$ cat src/rtl/cf_nextpc_pkg.sv
package cf_nextpc_pkg;
  localparam logic [6:0] OPC_BRANCH = 7'b1100011;
  localparam logic [6:0] OPC_JAL    = 7'b1101111;
  localparam logic [6:0] OPC_JALR   = 7'b1100111;

  localparam logic [2:0] F3_EQ  = 3'b000;
  localparam logic [2:0] F3_NE  = 3'b001;
  localparam logic [2:0] F3_LT  = 3'b100;
  localparam logic [2:0] F3_GE  = 3'b101;
  localparam logic [2:0] F3_LTU = 3'b110;
  localparam logic [2:0] F3_GEU = 3'b111;

  typedef enum logic [1:0] {
    PCSEL_SEQ  = 2'd0,
    PCSEL_BR   = 2'd1,
    PCSEL_JAL  = 2'd2,
    PCSEL_JALR = 2'd3
  } pcsel_e;
endpackage

$ cat src/rtl/cf_cmp.sv
module cf_cmp
  import cf_nextpc_pkg::*;
#(
  parameter int XLEN    = 32,
  parameter bit USE_SUB = 1'b1  // share one subtractor for all relations
) (
  input  logic [XLEN-1:0] a_i,
  input  logic [XLEN-1:0] b_i,
  input  logic [2:0]      funct3_i,
  output logic            cond_o
);
  localparam int MSB = XLEN - 1;

  logic eq, lt_s, lt_u;

  if (USE_SUB) begin : g_sub
    logic [XLEN:0] diff;
    assign diff = {1'b0, a_i} - {1'b0, b_i};
    assign eq   = (diff[MSB:0] == '0);
    assign lt_u = diff[XLEN];  // borrow
    // differing signs: a is smaller iff a negative
    assign lt_s = (a_i[MSB] ^ b_i[MSB]) ? a_i[MSB] : diff[XLEN];
  end else begin : g_cmp
    assign eq   = (a_i == b_i);
    assign lt_u = (a_i < b_i);
    assign lt_s = ($signed(a_i) < $signed(b_i));
  end

  always_comb begin
    unique case (funct3_i)
      F3_EQ:   cond_o = eq;
      F3_NE:   cond_o = !eq;
      F3_LT:   cond_o = lt_s;
      F3_GE:   cond_o = !lt_s;
      F3_LTU:  cond_o = lt_u;
      F3_GEU:  cond_o = !lt_u;
      default: cond_o = 1'b0;
    endcase
  end
endmodule

$ cat src/rtl/cf_tgt.sv
module cf_tgt #(
  parameter int XLEN      = 32,
  parameter int INSN_BYTES = 4
) (
  input  logic [XLEN-1:0] pc_i,
  input  logic [31:7]     insn_i,
  input  logic [XLEN-1:0] rs1_i,
  output logic [XLEN-1:0] seq_o,
  output logic [XLEN-1:0] br_tgt_o,
  output logic [XLEN-1:0] jal_tgt_o,
  output logic [XLEN-1:0] jalr_tgt_o
);
  localparam int BW = 13;
  localparam int JW = 21;
  localparam int IW = 12;

  logic [XLEN-1:0] imm_b, imm_j, imm_i, jalr_sum;

  assign imm_b = {{(XLEN-BW){insn_i[31]}}, insn_i[31], insn_i[7],
                  insn_i[30:25], insn_i[11:8], 1'b0};
  assign imm_j = {{(XLEN-JW){insn_i[31]}}, insn_i[31], insn_i[19:12],
                  insn_i[20], insn_i[30:21], 1'b0};
  assign imm_i = {{(XLEN-IW){insn_i[31]}}, insn_i[31:20]};

  assign seq_o      = pc_i + XLEN'(INSN_BYTES);
  assign br_tgt_o   = pc_i + imm_b;
  assign jal_tgt_o  = pc_i + imm_j;
  assign jalr_sum   = rs1_i + imm_i;
  assign jalr_tgt_o = {jalr_sum[XLEN-1:1], 1'b0};
endmodule

$ cat src/rtl/cf_sel.sv
module cf_sel
  import cf_nextpc_pkg::*;
#(
  parameter int XLEN = 32
) (
  input  logic [6:0]      opcode_i,
  input  logic [4:0]      rd_i,
  input  logic            cond_i,
  input  logic [XLEN-1:0] seq_i,
  input  logic [XLEN-1:0] br_tgt_i,
  input  logic [XLEN-1:0] jal_tgt_i,
  input  logic [XLEN-1:0] jalr_tgt_i,
  output logic [XLEN-1:0] next_pc_o,
  output logic            taken_o,
  output logic            link_we_o,
  output logic            misalign_o,
  output pcsel_e          sel_o
);
  logic is_jump;

  always_comb begin
    unique case (opcode_i)
      OPC_BRANCH: sel_o = cond_i ? PCSEL_BR : PCSEL_SEQ;
      OPC_JAL:    sel_o = PCSEL_JAL;
      OPC_JALR:   sel_o = PCSEL_JALR;
      default:    sel_o = PCSEL_SEQ;
    endcase
  end

  always_comb begin
    unique case (sel_o)
      PCSEL_BR:   next_pc_o = br_tgt_i;
      PCSEL_JAL:  next_pc_o = jal_tgt_i;
      PCSEL_JALR: next_pc_o = jalr_tgt_i;
      default:    next_pc_o = seq_i;
    endcase
  end

  assign is_jump    = (sel_o == PCSEL_JAL) || (sel_o == PCSEL_JALR);
  assign taken_o    = (sel_o != PCSEL_SEQ);
  assign link_we_o  = is_jump && (rd_i != 5'd0);
  // no compressed ISA: targets must be word aligned
  assign misalign_o = taken_o && next_pc_o[1];
endmodule

$ cat src/rtl/cf_nextpc.sv
module cf_nextpc
  import cf_nextpc_pkg::*;
#(
  parameter int XLEN    = 32,
  parameter bit USE_SUB = 1'b1
) (
  input  logic [XLEN-1:0] pc_i,
  input  logic [31:0]     instr_i,
  input  logic [XLEN-1:0] rs1_i,
  input  logic [XLEN-1:0] rs2_i,
  output logic [XLEN-1:0] next_pc_o,
  output logic            taken_o,
  output logic            link_we_o,
  output logic [4:0]      link_rd_o,
  output logic [XLEN-1:0] link_data_o,
  output logic            misalign_o,
  output logic [1:0]      pc_sel_o
);
  logic            cond;
  logic [XLEN-1:0] seq, br_tgt, jal_tgt, jalr_tgt;
  pcsel_e          sel;

  cf_cmp #(.XLEN(XLEN), .USE_SUB(USE_SUB)) u_cmp (
    .a_i      (rs1_i),
    .b_i      (rs2_i),
    .funct3_i (instr_i[14:12]),
    .cond_o   (cond)
  );

  cf_tgt #(.XLEN(XLEN)) u_tgt (
    .pc_i       (pc_i),
    .insn_i     (instr_i[31:7]),
    .rs1_i      (rs1_i),
    .seq_o      (seq),
    .br_tgt_o   (br_tgt),
    .jal_tgt_o  (jal_tgt),
    .jalr_tgt_o (jalr_tgt)
  );

  cf_sel #(.XLEN(XLEN)) u_sel (
    .opcode_i   (instr_i[6:0]),
    .rd_i       (instr_i[11:7]),
    .cond_i     (cond),
    .seq_i      (seq),
    .br_tgt_i   (br_tgt),
    .jal_tgt_i  (jal_tgt),
    .jalr_tgt_i (jalr_tgt),
    .next_pc_o  (next_pc_o),
    .taken_o    (taken_o),
    .link_we_o  (link_we_o),
    .misalign_o (misalign_o),
    .sel_o      (sel)
  );

  assign link_rd_o   = instr_i[11:7];
  assign link_data_o = seq;
  assign pc_sel_o    = sel;
endmodule

$ cat config.mk
export PLATFORM = sky130hd
export DESIGN_NAME = cf_nextpc
export DESIGN_NICKNAME = d
export VERILOG_FILES = /design/src/rtl/cf_nextpc_pkg.sv /design/src/rtl/cf_cmp.sv /design/src/rtl/cf_tgt.sv /design/src/rtl/cf_sel.sv /design/src/rtl/cf_nextpc.sv
export SDC_FILE = /design/constraint.sdc
export NUM_CORES = 1
export LEC_CHECK = 0
export BUFFER_PORTS_ARGS = -buffer_cell sky130_fd_sc_hd__buf_2
export CAP_MARGIN = 30
export CORE_ASPECT_RATIO = 1.25
export CORE_UTILIZATION = 60
export DETAILED_ROUTE_END_ITERATION = 10
export PLACE_DENSITY = 0.91
export SETUP_SLACK_MARGIN = 0.3
export SLEW_MARGIN = 40
export SYNTH_ARGS = -nofsm -noshare
export SYNTH_HDL_FRONTEND = slang
export SYNTH_SLANG_ARGS = --single-unit
$ cat constraint.sdc
create_clock -name vclk -period 18.09
set_input_delay 1.809 -clock vclk [all_inputs]
set_output_delay 1.809 -clock vclk [all_outputs]
set_load 0.02 [all_outputs]
# Word level (Yosys, flattened, before mapping)
# Cells that the tools add are included.
# W data, S select, Z words.
# op_classes
n_addsub,5
multipliers,0
div,0
magnitude_cmp,0
eq_ne,11
shift,0
muxes,5
bitwise,1
n_reduce_logical,10
# ops
cell,n
$add A32 B32 Y32,3
$pmux W32 S3,1
$sub A32 B32 Y33,1
$add A32 B3 Y32 const B,1
$logic_not A32 Y1,1
$eq A7 B7 Y1 const B,3
$eq A3 B3 Y1 const B,4
$pmux W1 S6,1
$pmux W2 S3,1
$reduce_bool A5 Y1,1
$eq A2 B2 Y1 const B,2
$eq A3 B1 Y1 const B,1
$logic_not A1 Y1,3
$logic_not A3 Y1,1
$eq A2 B1 Y1 const B,1
$logic_and A1 B1 Y1,2
$mux W1,2
$reduce_bool A2 Y1,1
$logic_or A1 B1 Y1,1
$xor A1 B1 Y1,1
# totals
register_bits,0
latchBits,0
mem_bits_rw,0
rom_bits,0
n_memories,0

# Depth between registers and ports, before layout
# depth
depth_word,9
mapped_depth,29
mapped_depth_nobuf,27

# By module
# Synthesis repeated with hierarchy kept, for this count alone.
# unflattened
cells_unflattened,1243
hier_area_um2,8325.5
# by_module_without_submodules
mod,instances,cells_per_inst,area_each_um2
cf_tgt,1,706,4969.8
cf_cmp,1,352,2294.7
cf_sel,1,180,1023.5
cf_nextpc,1,5,37.5

# Worst setup path after synthesis
# Ideal clock, no wire load.
# synth_path
kind,input port to output port
from,input rs2_i[13]
to,output next_pc_o[29]
t_arrival_ns,8.731
required_ns,16.281
slack_ns,7.550
path_stages,28
path_buffers,2
path_cell_list,inv_1 -> ha_1 -> buf_6 -> a211oi_4 -> o211ai_2 -> a221oi_2 -> o21ai_2 -> o31a_1 -> or4b_1 -> a221oi_1 -> or4b_1 -> o21a_1 -> o211ai_1 -> ha_1 -> clkbuf_1 -> mux2_2 -> ha_1 -> fa_1 -> a21o_1 -> a21o_1 -> a2111oi_0 -> o21ai_0 -> a21oi_1 -> o21ai_0 -> o41ai_1 -> mux2i_1 -> nand2_1 -> a31oi_1
# synth_between
elab_chain_len,8
# synth_lines
element,line_no,rtl
from (decl),cf_nextpc.sv:10,"input logic [XLEN-1:0] rs2_i,"
$sub A32 B32 Y33 (*),cf_cmp.sv:18,"assign diff = {1'b0, a_i} - {1'b0, b_i};"
$logic_not A32 Y1 / $mux W1 (equally long branches),"cf_cmp.sv:19, cf_cmp.sv:22",
$logic_not A1 Y1 (on tied branches),"cf_cmp.sv:32, cf_cmp.sv:34",
$pmux W1 S6 (*),cf_cmp.sv:30,unique case (funct3_i)
$mux W1 (*),cf_sel.sv:23,OPC_BRANCH: sel_o = cond_i ? PCSEL_BR : PCSEL_SEQ;
$pmux W2 S3 (*),cf_sel.sv:22,unique case (opcode_i)
$eq A2 B2 Y1 / $eq A2 B1 Y1 (equally long branches),cf_sel.sv:31,unique case (sel_o)
$pmux W32 S3 (*),cf_sel.sv:31,
to (decl),cf_nextpc.sv:11,"output logic [XLEN-1:0] next_pc_o,"
# Every way passes the cells marked *; elsewhere a longest branch is shown, timed or not.

# Final worst setup path
# layout_path
from,input rs1_i[0]
to,output next_pc_o[23]
# layout_between
elab_chain_len,8
# layout_lines
element,line_no,rtl
from (decl),cf_nextpc.sv:9,"input logic [XLEN-1:0] rs1_i,"
$sub A32 B32 Y33,cf_cmp.sv:18,
$logic_not A32 Y1 / $mux W1 (equally long branches),"cf_cmp.sv:19, cf_cmp.sv:22",
$logic_not A1 Y1 (on tied branches),"cf_cmp.sv:32, cf_cmp.sv:34",
$pmux W1 S6,cf_cmp.sv:30,
$mux W1,cf_sel.sv:23,
$pmux W2 S3,cf_sel.sv:22,
$eq A2 B2 Y1 / $eq A2 B1 Y1 (equally long branches),cf_sel.sv:31,
$pmux W32 S3 (*),cf_sel.sv:31,
# Marks and branches as above.

==> summary.md <==
| Metric | Value |
|---|---|
| Run status | `completed` |
| Register area | `0 um^2` |
| Grt ovf | `0` |
| Initial antenna violation count | `0` |
| Drt initial violations | `558` |
| Worst hold stages | `2` |
| Area grow syn2layout | `14.9%` |
| VDD IR max | `0.0150 mV` |
| Fin Setup TNS | `0 ns` |
| Max stage delay on crit path | `0.60 ns` |
| LEAKAGE | `3.82 nW` |
| HP Class | `input pin to output port` |
| Syn_area_per_cell | `6.61 um^2` |
| WL/cell | `17.1 um` |
| # diodes | `0` |
| Tmin final | `11.77 ns` |
| Endpoint class of the critical path | `output port` |
| Final WL | `22.7 mm` |
| Slowest cell on crit path | `a2111oi_0` |
| Gr busiest metal | `met2` |
| Die Footprint | `11,700 um^2` |
| Mapped Area | `6770 um^2` |
| Slew margin rel. | `47.9%` |
| All-Layer GR Usage | `36.5%` |
| CP Depth | `29` |
| Most common cell on crit path | `ha_1` |
| Post-synth top cells | `nor2_1 (101), ha_1 (99), nand2_1 (96)` |
| Pin count of the biggest net entering global routing | `39` |
| Worst Path Required | `16.28 ns` |
| Routability cong. | `1.01` |
| Met3 usage | `2.02%` |
| Post-synth top area share | `18.3%` |
| CTS hold repair buffers | `0` |
| Global-route wire length before repair | `35.8 mm` |
| Final hold vios | `0` |
| Final Non-Filler Cells | `1,325` |
| # IOs | `202` |
| Vias in the first global route | `7,695` |
| Share of cells above drive strength 1 | `19.2%` |
| Yosys warns | `0` |
| Hold slack | `3.85 ns` |
| CP Class | `input pin to output port` |
| RSZ-0062 raised after global routing | `false` |
| Cell Pwr Density | `33.9 nW/um^2` |
| IO buf count | `202` |
| Die H | `121 um` |
| Routed Antenna Nets | `0` |
| Final HPWL DP | `19.2 mm` |
| Syn Inst Count | `1,024` |
| # nets final | `1,422` |
| Worst-path fanout max | `14` |
| Grt met1 use | `43.5%` |
| Largest delay contributor family on the critical path | `compound AO/OA/AOI/OAI gates` |
| Vias per cell | `6.47` |
| Max-slew violation count | `0` |
| Cell with the most instances after synthesis | `nor2_1` |
| Die extent in x | `97.0 um` |
| Synth area leaders | `ha_1 (18%), xnor2_1 (7.9%), a21oi_1 (6.7%), nor2_1 (5.6%), nand2_1 (5.3%)` |
| Worst Path Buf+Inv | `3` |
| Resized cells post-CTS | `0` |
| Tot Pwr | `264 uW` |
| Fin area | `7780 um^2` |
| Maxcap violations | `0` |
| Area leader, netlist | `ha_1` |
| Met2 Use GR | `68.4%` |
| Crit share post-route | `65.0%` |
| Synthesized Nets | `1,254` |
| Post-CTS Setup Inserts | `0` |
| Core area | `11,000 um^2` |
| Post-synthesis cell type count | `74` |
| Initial core utilization | `61.4%` |
| Area after DPL | `7780 um^2` |
| Clock buffers | `0` |
| Crit path DAT | `9.96 ns` |
| Post-synthesis sequential area ratio | `0%` |
| Vias | `8,572` |
| Residual DRC | `0` |
| Slew @ Worst Pin | `0.777 ns` |
| Final setup viols | `0` |
| Drt pass-1 iters | `5` |
| Rows | `43` |
| Seq_cells | `0` |
| Critical Path Start Type | `input pin` |
| Fmax | `85.0 MHz` |
| Post-Place Cells | `1,325` |
-- per-stage QoR --
stage,setup WS [ns],util [%]
global route,5.74,70.6
floorplan,7.55,-
CTS,6.47,70.5
detailed placement,6.49,70.5
finish,6.32,70.6
global placement,6.67,70.5
-- cell families after synthesis --
family,Yosys count,share of synthesized area (%)
simple gates,354,24.8
fa+ha+maj,102,19.2
buf+inv,105,6.43
compound gates,363,36.3
xor+xnor,89,11.5
mux,11,1.76
-- cells in the final DEF (no fill, tap or decap), drive strengths merged, types with 5 or more instances in the layout --
cell    Yosys  layout
nand3      38      38
xor2       28      28
inv        68      67
a21o       43      43
o21a       17      17
o31ai       6       6
a22oi       6       6
or2         5       5
o21bai     12      12
ha         99      99
and2        8       8
and3       13      13
nor2      101     101
a221oi     22      22
nor2b       8       8
a41oi       5       5
xnor2      61      61
o21ai      68      68
nand4      19      19
a211oi     19      19
nand2b     14      14
a31oi       9       9
or3         6       6
nand2      96      96
o211ai     17      17
nor3       27      27
mux2        7       7
buf        11     203
a21oi      93      93
-- power breakdown --
part           internal [mW]  switching (mW)
Sequential                 0               0
Combinational          0.106           0.158
Clock                      0               0
Total                  0.106           0.158
-- worst paths after layout --
path,end,start
min,link_data_o[0],pc_i[0]
max,next_pc_o[23],rs1_i[0]
-- metal layers --
metal	wire [um]	part of all wire (%)	vias up
met5	0	0	-
met4	812	3.6	0
met3	1860	8.2	70
met2	11200	49	435
met1	8800	39	3932
li1	-	-	4135
-- final cells by class --
cell class                 instances  area, um^2
fill                            1015        3250
tap                              135         169
timing repair buffer             203        1020
inverter                          68         255
multi-input combinational        919        6340
Note: power is estimated with default switching activity, not from simulation.
